==> src/rtl/mbus_pkg.sv <==
package mbus_pkg;

  typedef enum logic [2:0] {
    OP_WR  = 3'd0,
    OP_RD  = 3'd1,
    OP_RMW = 3'd2,
    OP_WTR = 3'd3,
    OP_BLK = 3'd4
  } op_e;

  typedef enum logic [2:0] {
    S_IDLE,
    S_ADDR,
    S_WDATA,
    S_RD,
    S_TURN,
    S_DONE
  } mst_state_e;

  // merged word of a masked update
  function automatic logic [15:0] rmw_merge(input logic [15:0] old_w,
                                            input logic [15:0] mask,
                                            input logic [15:0] val);
    return (old_w & ~mask) | (val & mask);
  endfunction

  function automatic logic is_compound(input op_e op);
    return (op == OP_RMW) || (op == OP_WTR) || (op == OP_BLK);
  endfunction

endpackage

==> src/rtl/mbus_master.sv <==
module mbus_master
  import mbus_pkg::*;
#(
  parameter int DW  = 16,
  parameter int LW  = 8,
  parameter int TMO = 8
) (
  input  logic          clk,
  input  logic          rst_n,
  input  logic          req_valid,
  input  logic [2:0]    req_op,
  input  logic [DW-1:0] req_addr,
  input  logic [DW-1:0] req_wdata,
  input  logic [DW-1:0] req_mask,
  input  logic [LW-1:0] req_len,
  input  logic          req_blk_wr,
  input  logic [DW-1:0] blk_wdata,
  input  logic [DW-1:0] bus_in,
  input  logic          ready,
  output logic          req_ready,
  output logic          m_oe,
  output logic [DW-1:0] m_dout,
  output logic          avalid,
  output logic          cmd_wr,
  output logic          cmd_rd,
  output logic          seq,
  output logic          lock,
  output logic          wdata_pop,
  output logic          rsp_done,
  output logic          rsp_err,
  output logic [DW-1:0] rsp_rdata,
  output logic          beat_valid,
  output logic [DW-1:0] beat_data
);
  localparam int TW = $clog2(TMO);

  mst_state_e    st;
  op_e           op_q;
  logic [DW-1:0] addr_q, wd_q, mask_q, rd_q;
  logic [LW-1:0] left_q;
  logic          blkwr_q, err_q;
  logic [TW-1:0] tmo_q;

  logic last_word, rd_hit, rd_giveup;
  assign last_word = (left_q == LW'(1));
  assign rd_hit    = (st == S_RD) && ready;
  assign rd_giveup = (st == S_RD) && !ready && (tmo_q == TW'(TMO - 1));

  assign req_ready = (st == S_IDLE);
  assign avalid    = (st == S_ADDR);
  assign cmd_wr    = (st == S_WDATA);
  assign cmd_rd    = (st == S_RD);
  assign m_oe      = (st == S_ADDR) || (st == S_WDATA);
  assign wdata_pop = (st == S_WDATA) && (op_q == OP_BLK);
  assign m_dout    = (st == S_ADDR) ? addr_q : (wdata_pop ? blk_wdata : wd_q);
  assign seq       = (op_q == OP_BLK) && (st != S_IDLE) && (st != S_DONE);
  assign lock      = is_compound(op_q) &&
                     ((st == S_ADDR) || (st == S_WDATA) || (st == S_RD) || (st == S_TURN));
  assign rsp_done  = (st == S_DONE);
  assign rsp_err   = err_q;
  assign rsp_rdata = rd_q;

  always_ff @(posedge clk) begin
    if (!rst_n) begin
      st         <= S_IDLE;
      op_q       <= OP_WR;
      addr_q     <= '0;
      wd_q       <= '0;
      mask_q     <= '0;
      rd_q       <= '0;
      left_q     <= '0;
      blkwr_q    <= 1'b0;
      err_q      <= 1'b0;
      tmo_q      <= '0;
      beat_valid <= 1'b0;
      beat_data  <= '0;
    end else begin
      beat_valid <= rd_hit;
      if (rd_hit) beat_data <= bus_in;
      case (st)
        S_IDLE: if (req_valid) begin
          op_q    <= op_e'(req_op);
          addr_q  <= req_addr;
          wd_q    <= req_wdata;
          mask_q  <= req_mask;
          left_q  <= (req_len == '0) ? LW'(1) : req_len;
          blkwr_q <= req_blk_wr;
          err_q   <= 1'b0;
          st      <= S_ADDR;
        end
        S_ADDR: begin
          tmo_q <= '0;
          case (op_q)
            OP_WR, OP_WTR: st <= S_WDATA;
            OP_RD, OP_RMW: st <= S_RD;
            OP_BLK:        st <= blkwr_q ? S_WDATA : S_RD;
            default:       st <= S_DONE;
          endcase
        end
        S_WDATA: begin
          if (op_q == OP_WTR) st <= S_RD;
          else if (op_q == OP_BLK && !last_word) left_q <= left_q - LW'(1);
          else st <= S_DONE;
        end
        S_RD: begin
          if (ready) begin
            rd_q  <= bus_in;
            tmo_q <= '0;
            if (op_q == OP_RMW) begin
              wd_q <= rmw_merge(bus_in, mask_q, wd_q);
              st   <= S_TURN;
            end else if (op_q == OP_BLK && !last_word) begin
              left_q <= left_q - LW'(1);
            end else begin
              st <= S_DONE;
            end
          end else if (rd_giveup) begin
            err_q <= 1'b1;
            st    <= S_DONE;
          end else begin
            tmo_q <= tmo_q + TW'(1);
          end
        end
        S_TURN:  st <= S_WDATA;
        default: st <= S_IDLE;
      endcase
    end
  end


  avalid_once_chk: assert property (@(posedge clk) disable iff (!rst_n)
    avalid |=> !avalid);


  lock_free_at_done_chk: assert property (@(posedge clk) disable iff (!rst_n)
    rsp_done |-> !lock);


  err_after_wait_chk: assert property (@(posedge clk) disable iff (!rst_n)
    (rsp_done && rsp_err) |-> $past(cmd_rd && !ready));

endmodule

==> src/rtl/mbus_slave.sv <==
module mbus_slave #(
  parameter int          DW   = 16,
  parameter int          AW   = 6,
  parameter logic [15:0] BASE = 16'h0400
) (
  input  logic          clk,
  input  logic          rst_n,
  input  logic [DW-1:0] bus_in,
  input  logic          avalid,
  input  logic          cmd_wr,
  input  logic          cmd_rd,
  input  logic          seq,
  output logic          s_oe,
  output logic [DW-1:0] s_dout,
  output logic          ready
);
  localparam int DEPTH = 1 << AW;

  function automatic logic in_window(input logic [DW-1:0] a);
    return a[DW-1:AW] == BASE[DW-1:AW];
  endfunction

  logic [DW-1:0] mem [DEPTH];
  logic [AW-1:0] a_q;
  logic          sel_q;
  logic [1:0]    phase;     // 0 idle, 1 fetch, 2 drive

  logic wr_en, rd_start, beat_end;
  assign wr_en    = cmd_wr && sel_q;
  assign rd_start = cmd_rd && sel_q && (phase == 2'd0);
  assign beat_end = (phase == 2'd2);

  assign s_oe   = beat_end;
  assign ready  = beat_end;
  assign s_dout = mem[a_q];

  always_ff @(posedge clk) begin
    if (!rst_n) begin
      a_q   <= '0;
      sel_q <= 1'b0;
      phase <= 2'd0;
    end else if (avalid) begin
      a_q   <= bus_in[AW-1:0];
      sel_q <= in_window(bus_in);
      phase <= 2'd0;
    end else begin
      if (rd_start)               phase <= 2'd1;
      else if (phase == 2'd1)     phase <= 2'd2;
      else if (beat_end)          phase <= 2'd0;
      if ((wr_en || beat_end) && seq) a_q <= a_q + AW'(1);
    end
  end

  always_ff @(posedge clk) begin
    if (wr_en) mem[a_q] <= bus_in;
  end


  quiet_unsel_chk: assert property (@(posedge clk) disable iff (!rst_n)
    s_oe |-> sel_q);


  read_latency_chk: assert property (@(posedge clk) disable iff (!rst_n)
    ready |-> ($past(cmd_rd, 1) && $past(cmd_rd, 2)));

endmodule

==> src/rtl/mux_bus_engine.sv <==
module mux_bus_engine #(
  parameter int          DW   = 16,
  parameter int          LW   = 8,
  parameter int          AW   = 6,
  parameter int          TMO  = 8,
  parameter logic [15:0] BASE = 16'h0400
) (
  input  logic          clk,
  input  logic          rst_n,
  input  logic          req_valid,
  input  logic [2:0]    req_op,
  input  logic [DW-1:0] req_addr,
  input  logic [DW-1:0] req_wdata,
  input  logic [DW-1:0] req_mask,
  input  logic [LW-1:0] req_len,
  input  logic          req_blk_wr,
  input  logic [DW-1:0] blk_wdata,
  output logic          req_ready,
  output logic          wdata_pop,
  output logic          rsp_done,
  output logic          rsp_err,
  output logic [DW-1:0] rsp_rdata,
  output logic          beat_valid,
  output logic [DW-1:0] beat_data,
  output logic [DW-1:0] bus_ad,
  output logic          bus_avalid,
  output logic          bus_ready,
  output logic          bus_lock,
  output logic          bus_m_drv,
  output logic          bus_s_drv
);
  logic          m_oe, s_oe, avalid, cmd_wr, cmd_rd, seq, ready, lock;
  logic [DW-1:0] m_dout, s_dout, ad;

  // resolved shared lines; idle lines read as zero
  assign ad = m_oe ? m_dout : (s_oe ? s_dout : '0);

  mbus_master #(.DW(DW), .LW(LW), .TMO(TMO)) u_mst (
    .clk, .rst_n, .req_valid, .req_op, .req_addr, .req_wdata, .req_mask,
    .req_len, .req_blk_wr, .blk_wdata,
    .bus_in(ad), .ready,
    .req_ready, .m_oe, .m_dout, .avalid, .cmd_wr, .cmd_rd, .seq, .lock,
    .wdata_pop, .rsp_done, .rsp_err, .rsp_rdata, .beat_valid, .beat_data
  );

  mbus_slave #(.DW(DW), .AW(AW), .BASE(BASE)) u_slv (
    .clk, .rst_n, .bus_in(ad), .avalid, .cmd_wr, .cmd_rd, .seq,
    .s_oe, .s_dout, .ready
  );

  assign bus_ad     = ad;
  assign bus_avalid = avalid;
  assign bus_ready  = ready;
  assign bus_lock   = lock;
  assign bus_m_drv  = m_oe;
  assign bus_s_drv  = s_oe;


  single_driver_chk: assert property (@(posedge clk) disable iff (!rst_n)
    !(m_oe && s_oe));


  slave_to_master_gap_chk: assert property (@(posedge clk) disable iff (!rst_n)
    $fell(s_oe) |-> !m_oe);


  master_to_slave_gap_chk: assert property (@(posedge clk) disable iff (!rst_n)
    $fell(m_oe) |-> !s_oe);

endmodule

==> config.mk <==
export PLATFORM = sky130hd
export DESIGN_NAME = mux_bus_engine
export DESIGN_NICKNAME = d
export VERILOG_FILES = /design/src/rtl/mbus_pkg.sv /design/src/rtl/mbus_master.sv /design/src/rtl/mbus_slave.sv /design/src/rtl/mux_bus_engine.sv
export SDC_FILE = /design/constraint.sdc
export NUM_CORES = 1
export LEC_CHECK = 0
export ABC_AREA = 1
export BUFFER_PORTS_ARGS = -buffer_cell sky130_fd_sc_hd__clkbuf_2
export CELL_PAD_IN_SITES_DETAIL_PLACEMENT = 1
export CELL_PAD_IN_SITES_GLOBAL_PLACEMENT = 2
export CORE_AREA = 2 2 281 394
export CTS_CLUSTER_DIAMETER = 120
export DETAILED_ROUTE_END_ITERATION = 16
export DIE_AREA = 0 0 283 396
export PLACE_DENSITY_LB_ADDON = 0.1
export SLEW_MARGIN = 25
export SYNTH_ARGS = -nofsm -noshare
export SYNTH_HDL_FRONTEND = slang
export SYNTH_SLANG_ARGS = --single-unit
==> constraint.sdc <==
create_clock -name clk -period 3.2 [get_ports clk]
set_input_delay 0.48 -clock clk [delete_from_list [all_inputs] [get_ports clk]]
set_output_delay 0.48 -clock clk [all_outputs]
set_load 0.05 [all_outputs]
==> flow_metrics.env, run 1 <==
export IMPL_run_status="finished, violations left"
export IMPL_crit_fanout=13
export IMPL_violations="negative setup slack"
export IMPL_clk_pin_slew_ns=0.07
export IMPL_final_common_cell="nand2_1"
export IMPL_cts_num_sinks=1123
export IMPL_hp_class="in -> reg"
export IMPL_fin_ws_ns=-0.406
export IMPL_yosys_warnings=0
export IMPL_multi_input_area_um2=12400
export IMPL_start_kind="register"
export IMPL_highest_layer="met5"
export IMPL_tightest_slew_ns=1.15
export IMPL_syn_to_final_growth_pct=22.6
export IMPL_rows=143
export IMPL_drt_wl_total_um=170000
export IMPL_grt_pass1_vias=35400
export IMPL_synth_seq_cells=1123
export IMPL_holdPathStages=3
export IMPL_finalClockSkew_ns=0.0332
export IMPL_finalHoldViolCount=0
export IMPL_antenna_cells=0
export IMPL_fmax_mhz=277
export IMPL_overflow=0
export IMPL_finalCritPeriodShare=1.13
export IMPL_drc=0
export IMPL_wl_per_cell_um=28.3
export IMPL_worst_endpoint_required_ns=2.72
export IMPL_antenna_left=0
export IMPL_power_density_nw_per_um2=831
export IMPL_die_area_um2=112000
export IMPL_drtIter0Drc=2563
export IMPL_r2r_cells=24
export IMPL_relSlewSlack=0.230
export IMPL_grt_antenna_before_repair=1
export IMPL_die_w_um=283
export IMPL_viasPerCell=5.67
export IMPL_leakagePower_nw=21.1
export IMPL_clk_latency_ns=0.73
export IMPL_endpoint_kind="output pin"
export IMPL_wl_met2_um=87400
export IMPL_peakVddDrop_mv=0.462
export IMPL_io_pins=137
export IMPL_portBuffers=136
export IMPL_core_area_um2=108000
export IMPL_fillers=11200
export IMPL_async_reset_ff_frac=0
export IMPL_path_class="reg -> out"
export IMPL_grt_use_total=0.301
export IMPL_fin_crit_ns=3.61
export IMPL_synth_edf_count=1024
export IMPL_vias=34000
export IMPL_avgSynthCellArea_um2=11.4
export IMPL_setup_viol_count_final=18
export IMPL_syn_inst=4075
export IMPL_firstDrtPassIters=7
export IMPL_wl_met1_um=67100
export IMPL_wl_met3_um=8390
export IMPL_regArea_um2=32700
export IMPL_synth_seq_area_share=0.707
export IMPL_hp_start="req_wdata[15]"
export IMPL_synthesis_area_um2=46300
export IMPL_dp_hpwl_um=101000
export IMPL_layout_common_cells="1047 x nand2_1, 1024 x edfxtp_1, 582 x nand3_1"
export IMPL_synth_ff_type="edfxtp_1"
export IMPL_finalNetCount=4535
export IMPL_routabilityCongestion=0.816
export IMPL_ys_types=43
export IMPL_grt_max_degree=62
export IMPL_cp_arrival_ns=3.13
export IMPL_design_power_total_mw=47.2
export IMPL_cts_root_buf="clkbuf_16"
export IMPL_die_h_um=396
export IMPL_drive_gt1_frac=0.185
export IMPL_r2r_end="u_slv.sel_q$_SDFFE_PN0P_"
export IMPL_cts_tree="yes"
export IMPL_cts_inserted_buffers=109
export IMPL_timing_hold_ws_ns=0.0335
export IMPL_syn_nets=4162
export IMPL_rsz0062_at_grt="yes"
export IMPL_cts_htree_levels=3
export IMPL_ff2ff_setup_slack_ns=-0.33
export IMPL_clockBufferDepth=3
export IMPL_initial_core_util=0.428
export IMPL_cap_violations=0
export IMPL_maxSlewViolCount=0
export IMPL_grt_pass1_wl_um=246000
[per-stage QoR]
stage	setup WS (ns)	area (um2)	util	TNS, ns	instances
CTS	-0.360	56600	0.523	-5.60	5988
global route	-0.452	56800	0.524	-7.32	5993
floorplan	0.135	46300	-	0	4075
detailed placement	-0.0999	50500	0.467	-0.176	5671
finish	-0.406	56800	0.524	-5.73	5993
global placement	-0.0744	50500	0.467	-0.177	5671
[routing by layer]
layer,track usage,vias up
li1,-,15200
met1,0.367,17500
met2,0.540,1019
met3,0.0363,268
met4,0.125,2
met5,0,-
[critical path: stages (launching register included)]
cell,delay (ns)
dfxtp_4,0.38
buf_12,0.18
inv_16,0.15
bufbuf_16,0.34
o21ai_0,0.09
o22ai_1,0.18
nand2_1,0.13
nand2_1,0.11
nand2_1,0.09
nand3_2,0.15
nand3_1,0.09
nand2_1,0.12
nand2_2,0.10
nand2_4,0.13
buf_12,0.14
[power by group]
part | total (mW) | internal (mW) | switching (mW) | leakage [nW]
clock | 13.2 | 7.45 | 5.71 | 1.76
sequential | 18.0 | 17.8 | 0.240 | 10.3
combinational | 16.0 | 5.50 | 10.5 | 9.12
[final cells by class]
type,count,area share
Sequential cell,1123,0.577
Multi-Input combinational cell,2584,0.218
Timing Repair Buffer,532,0.102
Clock buffer,152,0.0536
Tap cell,1450,0.0320
Clock inverter,54,0.00959
Inverter,93,0.00677
Timing Repair inverter,5,0.00112
[synthesized netlist by cell type, types with 36 or more instances]
cell type | instances | area, um2
a21oi_1 | 89 | 445
buf_2 | 143 | 716
buf_4 | 47 | 353
clkbuf_1 | 46 | 173
dfxtp_1 | 99 | 1980
edfxtp_1 | 1024 | 30700
inv_1 | 79 | 297
nand2_1 | 1100 | 4130
nand3_1 | 654 | 3270
nor2_1 | 314 | 1180
o211ai_1 | 43 | 323
o21ai_0 | 208 | 1040
o221ai_1 | 36 | 315
[kinds of logic after synthesis]
logic type      Yosys count  synth area share
buf+inv                 368            0.0415
simple gates           2094             0.189
fa+ha+maj                 8           0.00216
xor+xnor                  6           0.00113
flops                  1123             0.707
compound gates          476            0.0598
[flip-flops by register name, indices dropped and copies added (netlist names), named ones only]
name and flops:
u_mst.op_q 3, u_slv.phase 2, u_mst.addr_q 16, u_mst.tmo_q 3, u_mst.rsp_err 1, u_mst.mask_q 16
u_slv.sel_q 1, u_slv.mem 1024, u_mst.rsp_rdata 1, u_slv.a_q 6, u_mst.left_q 8, u_mst.blkwr_q 1
u_mst.beat_data 15, u_mst.beat_valid 1, u_mst.st 3
[repair_timing]
item	in CTS	in global routing
buffers inserted	52	5
resized for setup	196	38
endpoints found under the setup margin	49	18
hold buffers	26	0
hold endpoints to repair	26	0
cloned	33	1
pin swaps	46	17
[how the worst max path moves through the flow]
stage                                     start                  endpoint  slack (ns)  depth (start not counted)
global route                           register                bus_ad[14]       -0.45                         16
floorplan           u_slv.phase[0]$_SDFFE_PP0P_  u_slv.sel_q$_SDFFE_PN0P_        0.13                         12
detailed placement                     register  u_slv.sel_q$_SDFFE_PN0P_        -0.1                         17
global placement                       register  u_slv.sel_q$_SDFFE_PN0P_       -0.07                         17
CTS                                    register                 bus_ad[8]       -0.36                         15
finish                                 register                 bus_ad[5]       -0.41                         14
No activity file was read; power rests on OpenSTA's default activity.
==> run 2: changes to the inputs <==
--- a/config.mk
+++ b/config.mk
@@ -14,7 +14,9 @@
 export DETAILED_ROUTE_END_ITERATION = 16
 export DIE_AREA = 0 0 283 396
 export PLACE_DENSITY_LB_ADDON = 0.1
+export REMOVE_ABC_BUFFERS = 1
 export SLEW_MARGIN = 25
 export SYNTH_ARGS = -nofsm -noshare
 export SYNTH_HDL_FRONTEND = slang
 export SYNTH_SLANG_ARGS = --single-unit
+export TNS_END_PERCENT = 1
==> run 2 against run 1 <==
The run still ends with negative setup slack left. Power rose by 0.13%. Highest routed layer is now met4. Via count is 0.71% higher. Flip-flop and latch count unchanged. First-iteration DRC count rose by 20%. Count of clock-buffer cells in the layout is 9 lower.
==> flow_metrics.env, run 2 (synthesis results as in run 1) <==
export IMPL_io_pins=137
export IMPL_run_status="finished, violations left"
export IMPL_path_class="reg -> out"
export IMPL_worst_endpoint_required_ns=2.72
export IMPL_portBuffers=136
export IMPL_tightest_slew_ns=1.05
export IMPL_final_common_cell="edfxtp_1"
export IMPL_grt_pass1_vias=34300
export IMPL_largestRegisters="u_slv.mem: 1024 flops, u_mst.addr_q: 16 flops, u_mst.mask_q: 16 flops"
export IMPL_regMostFlops="u_slv.mem"
export IMPL_power_density_nw_per_um2=818
export IMPL_cpMaxStageDelayCell="dfxtp_4"
export IMPL_die_w_um=283
export IMPL_path_common_cell="buf_12"
export IMPL_clk_pin_slew_ns=0.06
export IMPL_maxSlewViolCount=0
export IMPL_die_h_um=396
export IMPL_viasPerCell=5.71
export IMPL_vias=34200
export IMPL_overflow=0
export IMPL_initial_core_util=0.428
export IMPL_drtIter0Drc=3083
export IMPL_relSlewSlack=0.298
export IMPL_violations="negative setup slack"
export IMPL_ff2ff_setup_slack_ns=0.16
export IMPL_finalCritPeriodShare=1.11
export IMPL_cp_arrival_ns=3.06
export IMPL_leakagePower_nw=21.3
export IMPL_routabilityCongestion=0.824
export IMPL_crit_fanout=6
export IMPL_clockBufferDepth=3
export IMPL_grt_max_degree=68
export IMPL_antenna_left=0
export IMPL_drive_gt1_frac=0.203
export IMPL_r2r_cells=15
export IMPL_core_area_um2=108000
export IMPL_fin_util=0.534
export IMPL_fin_crit_ns=3.54
export IMPL_finalClockSkew_ns=0.0277
export IMPL_drt_wl_total_um=170000
export IMPL_die_area_um2=112000
export IMPL_setup_viol_count_final=16
export IMPL_start_kind="register"
export IMPL_cts_inserted_buffers=108
export IMPL_crit_end="bus_ad[4]"
export IMPL_finalNetCount=4541
export IMPL_cp_cell_sequence="buf_12, buf_12, buf_16, buf_8, o21ai_0, o221ai_1, nand3_1, nand3_4, nand3_2, nand2_2, nand2_4, nand2_4, buf_12"
export IMPL_fillers=11100
export IMPL_endpoint_kind="output pin"
export IMPL_slowest_delay_ns=0.37
export IMPL_cts_num_sinks=1123
export IMPL_grt_antenna_before_repair=3
export IMPL_rows=143
export IMPL_largest_reg_flops=1024
export IMPL_firstDrtPassIters=5
export IMPL_drc=0
export IMPL_cap_violations=0
export IMPL_hp_class="in -> reg"
export IMPL_peakVddDrop_mv=1.17
export IMPL_grt_use_total=0.289
export IMPL_wl_per_cell_um=28.4
export IMPL_rsz0062_at_grt="yes"
export IMPL_fin_ws_ns=-0.344
export IMPL_timing_hold_ws_ns=0.0324
export IMPL_cts_tree="yes"
export IMPL_cts_htree_levels=3
export IMPL_syn_to_final_growth_pct=24.7
export IMPL_cts_root_buf="clkbuf_16"
export IMPL_r2r_end="u_slv.mem[58][2]$_DFFE_PP_"
export IMPL_fmax_mhz=282
export IMPL_layout_common_cells="1024 x edfxtp_1, 1001 x nand2_1, 543 x nand3_1"
export IMPL_dp_hpwl_um=97500
export IMPL_finalHoldViolCount=0
export IMPL_grt_pass1_wl_um=238000
export IMPL_clk_latency_ns=0.73
-- run 2: cell count changes in the layout (fill, tap and decap cells not counted), sizes merged --
cell,change
buf,-20
diode,+2
clkinvlp,-1
clkinv,+8
inv,+2
bufbuf,-12
clkbuf,+28
bufinv,-5
-- run 2: worst min-delay path by stage --
stage	startpoint	slack (ns)	cells past startpoint	to
2_1_floorplan	u_mst.addr_q[2]$_SDFFE_PN0P_	0.43	2	u_mst.addr_q[2]$_SDFFE_PN0P_
3_3_place_gp	u_mst.addr_q[2]$_SDFFE_PN0P_	0.45	2	u_mst.addr_q[2]$_SDFFE_PN0P_
3_5_place_dp	u_mst.addr_q[2]$_SDFFE_PN0P_	0.46	2	u_mst.addr_q[2]$_SDFFE_PN0P_
4_1_cts	req_addr[5]	0.0009	3	u_mst.addr_q[5]$_SDFFE_PN0P_
5_1_grt	req_wdata[8]	0.04	3	register
6_report	req_addr[5]	0.03	3	u_mst.addr_q[5]$_SDFFE_PN0P_
-- run 2: repair_timing --
item | 4_1_cts | 5_1_grt
gates resized for setup | 150 | 270
pin swaps | 14 | 119
hold buffers | 26 | 0
buffers inserted | 25 | 38
setup endpoints to repair | 16 | 17
cloned | 16 | 46
hold endpoints to repair | 26 | 0
-- run 2: area by class of cell --
cell class                 instances  area [um2]  area share
inverter                          93         398     0.00689
timing repair inverter             7         111     0.00193
antenna                            2        5.00   0.0000867
clock inverter                    56         444     0.00769
sequential                      1123       32700       0.567
timing repair buffer             537        6340       0.110
clock buffer                     143        2940      0.0508
tap                             1450        1810      0.0314
multi-input combinational       2584       13000       0.224
-- run 2: through the flow --
step / area (um2) / setup WS [ns] / power (mW) / cells / TNS (ns)
floorplan: 44700 / -13.18 / 23.8 / 3800 / -
global placement: 50400 / 0.0706 / 31.1 / 5646 / 0
detailed placement: 50400 / 0.0508 / 31.3 / 5646 / 0
CTS: 55300 / -0.369 / 45.0 / 5912 / -5.41
global route: 57800 / -0.402 / 48.9 / 5993 / -5.42
finish: 57800 / -0.344 / 47.2 / 5995 / -4.13
-- run 2: metal layers --
metal / routed length [um] / vias up / GRT usage
met1: 68700 / 17600 / 0.375
met5: 0 / - / 0
li1: - / 15200 / -
met3: 9570 / 244 / 0.0319
met4: 6100 / 0 / 0.0974
met2: 85900 / 1206 / 0.503
-- run 2: power breakdown --
part | leakage, nW | switching [mW] | internal [mW] | total [mW]
combinational | 9.43 | 10.9 | 5.87 | 16.7
clock | 1.64 | 5.67 | 6.84 | 12.5
sequential | 10.3 | 0.224 | 17.8 | 18.0
-- run 2: worst max-delay path: cells and delay by family, from the launching register on --
kind                   cells  cell delay [ns]
AOI/OAI and AO/OA          2             0.45
and+or+nand+nor            6             0.71
DFF                        1             0.37
buffers and inverters      5             0.79
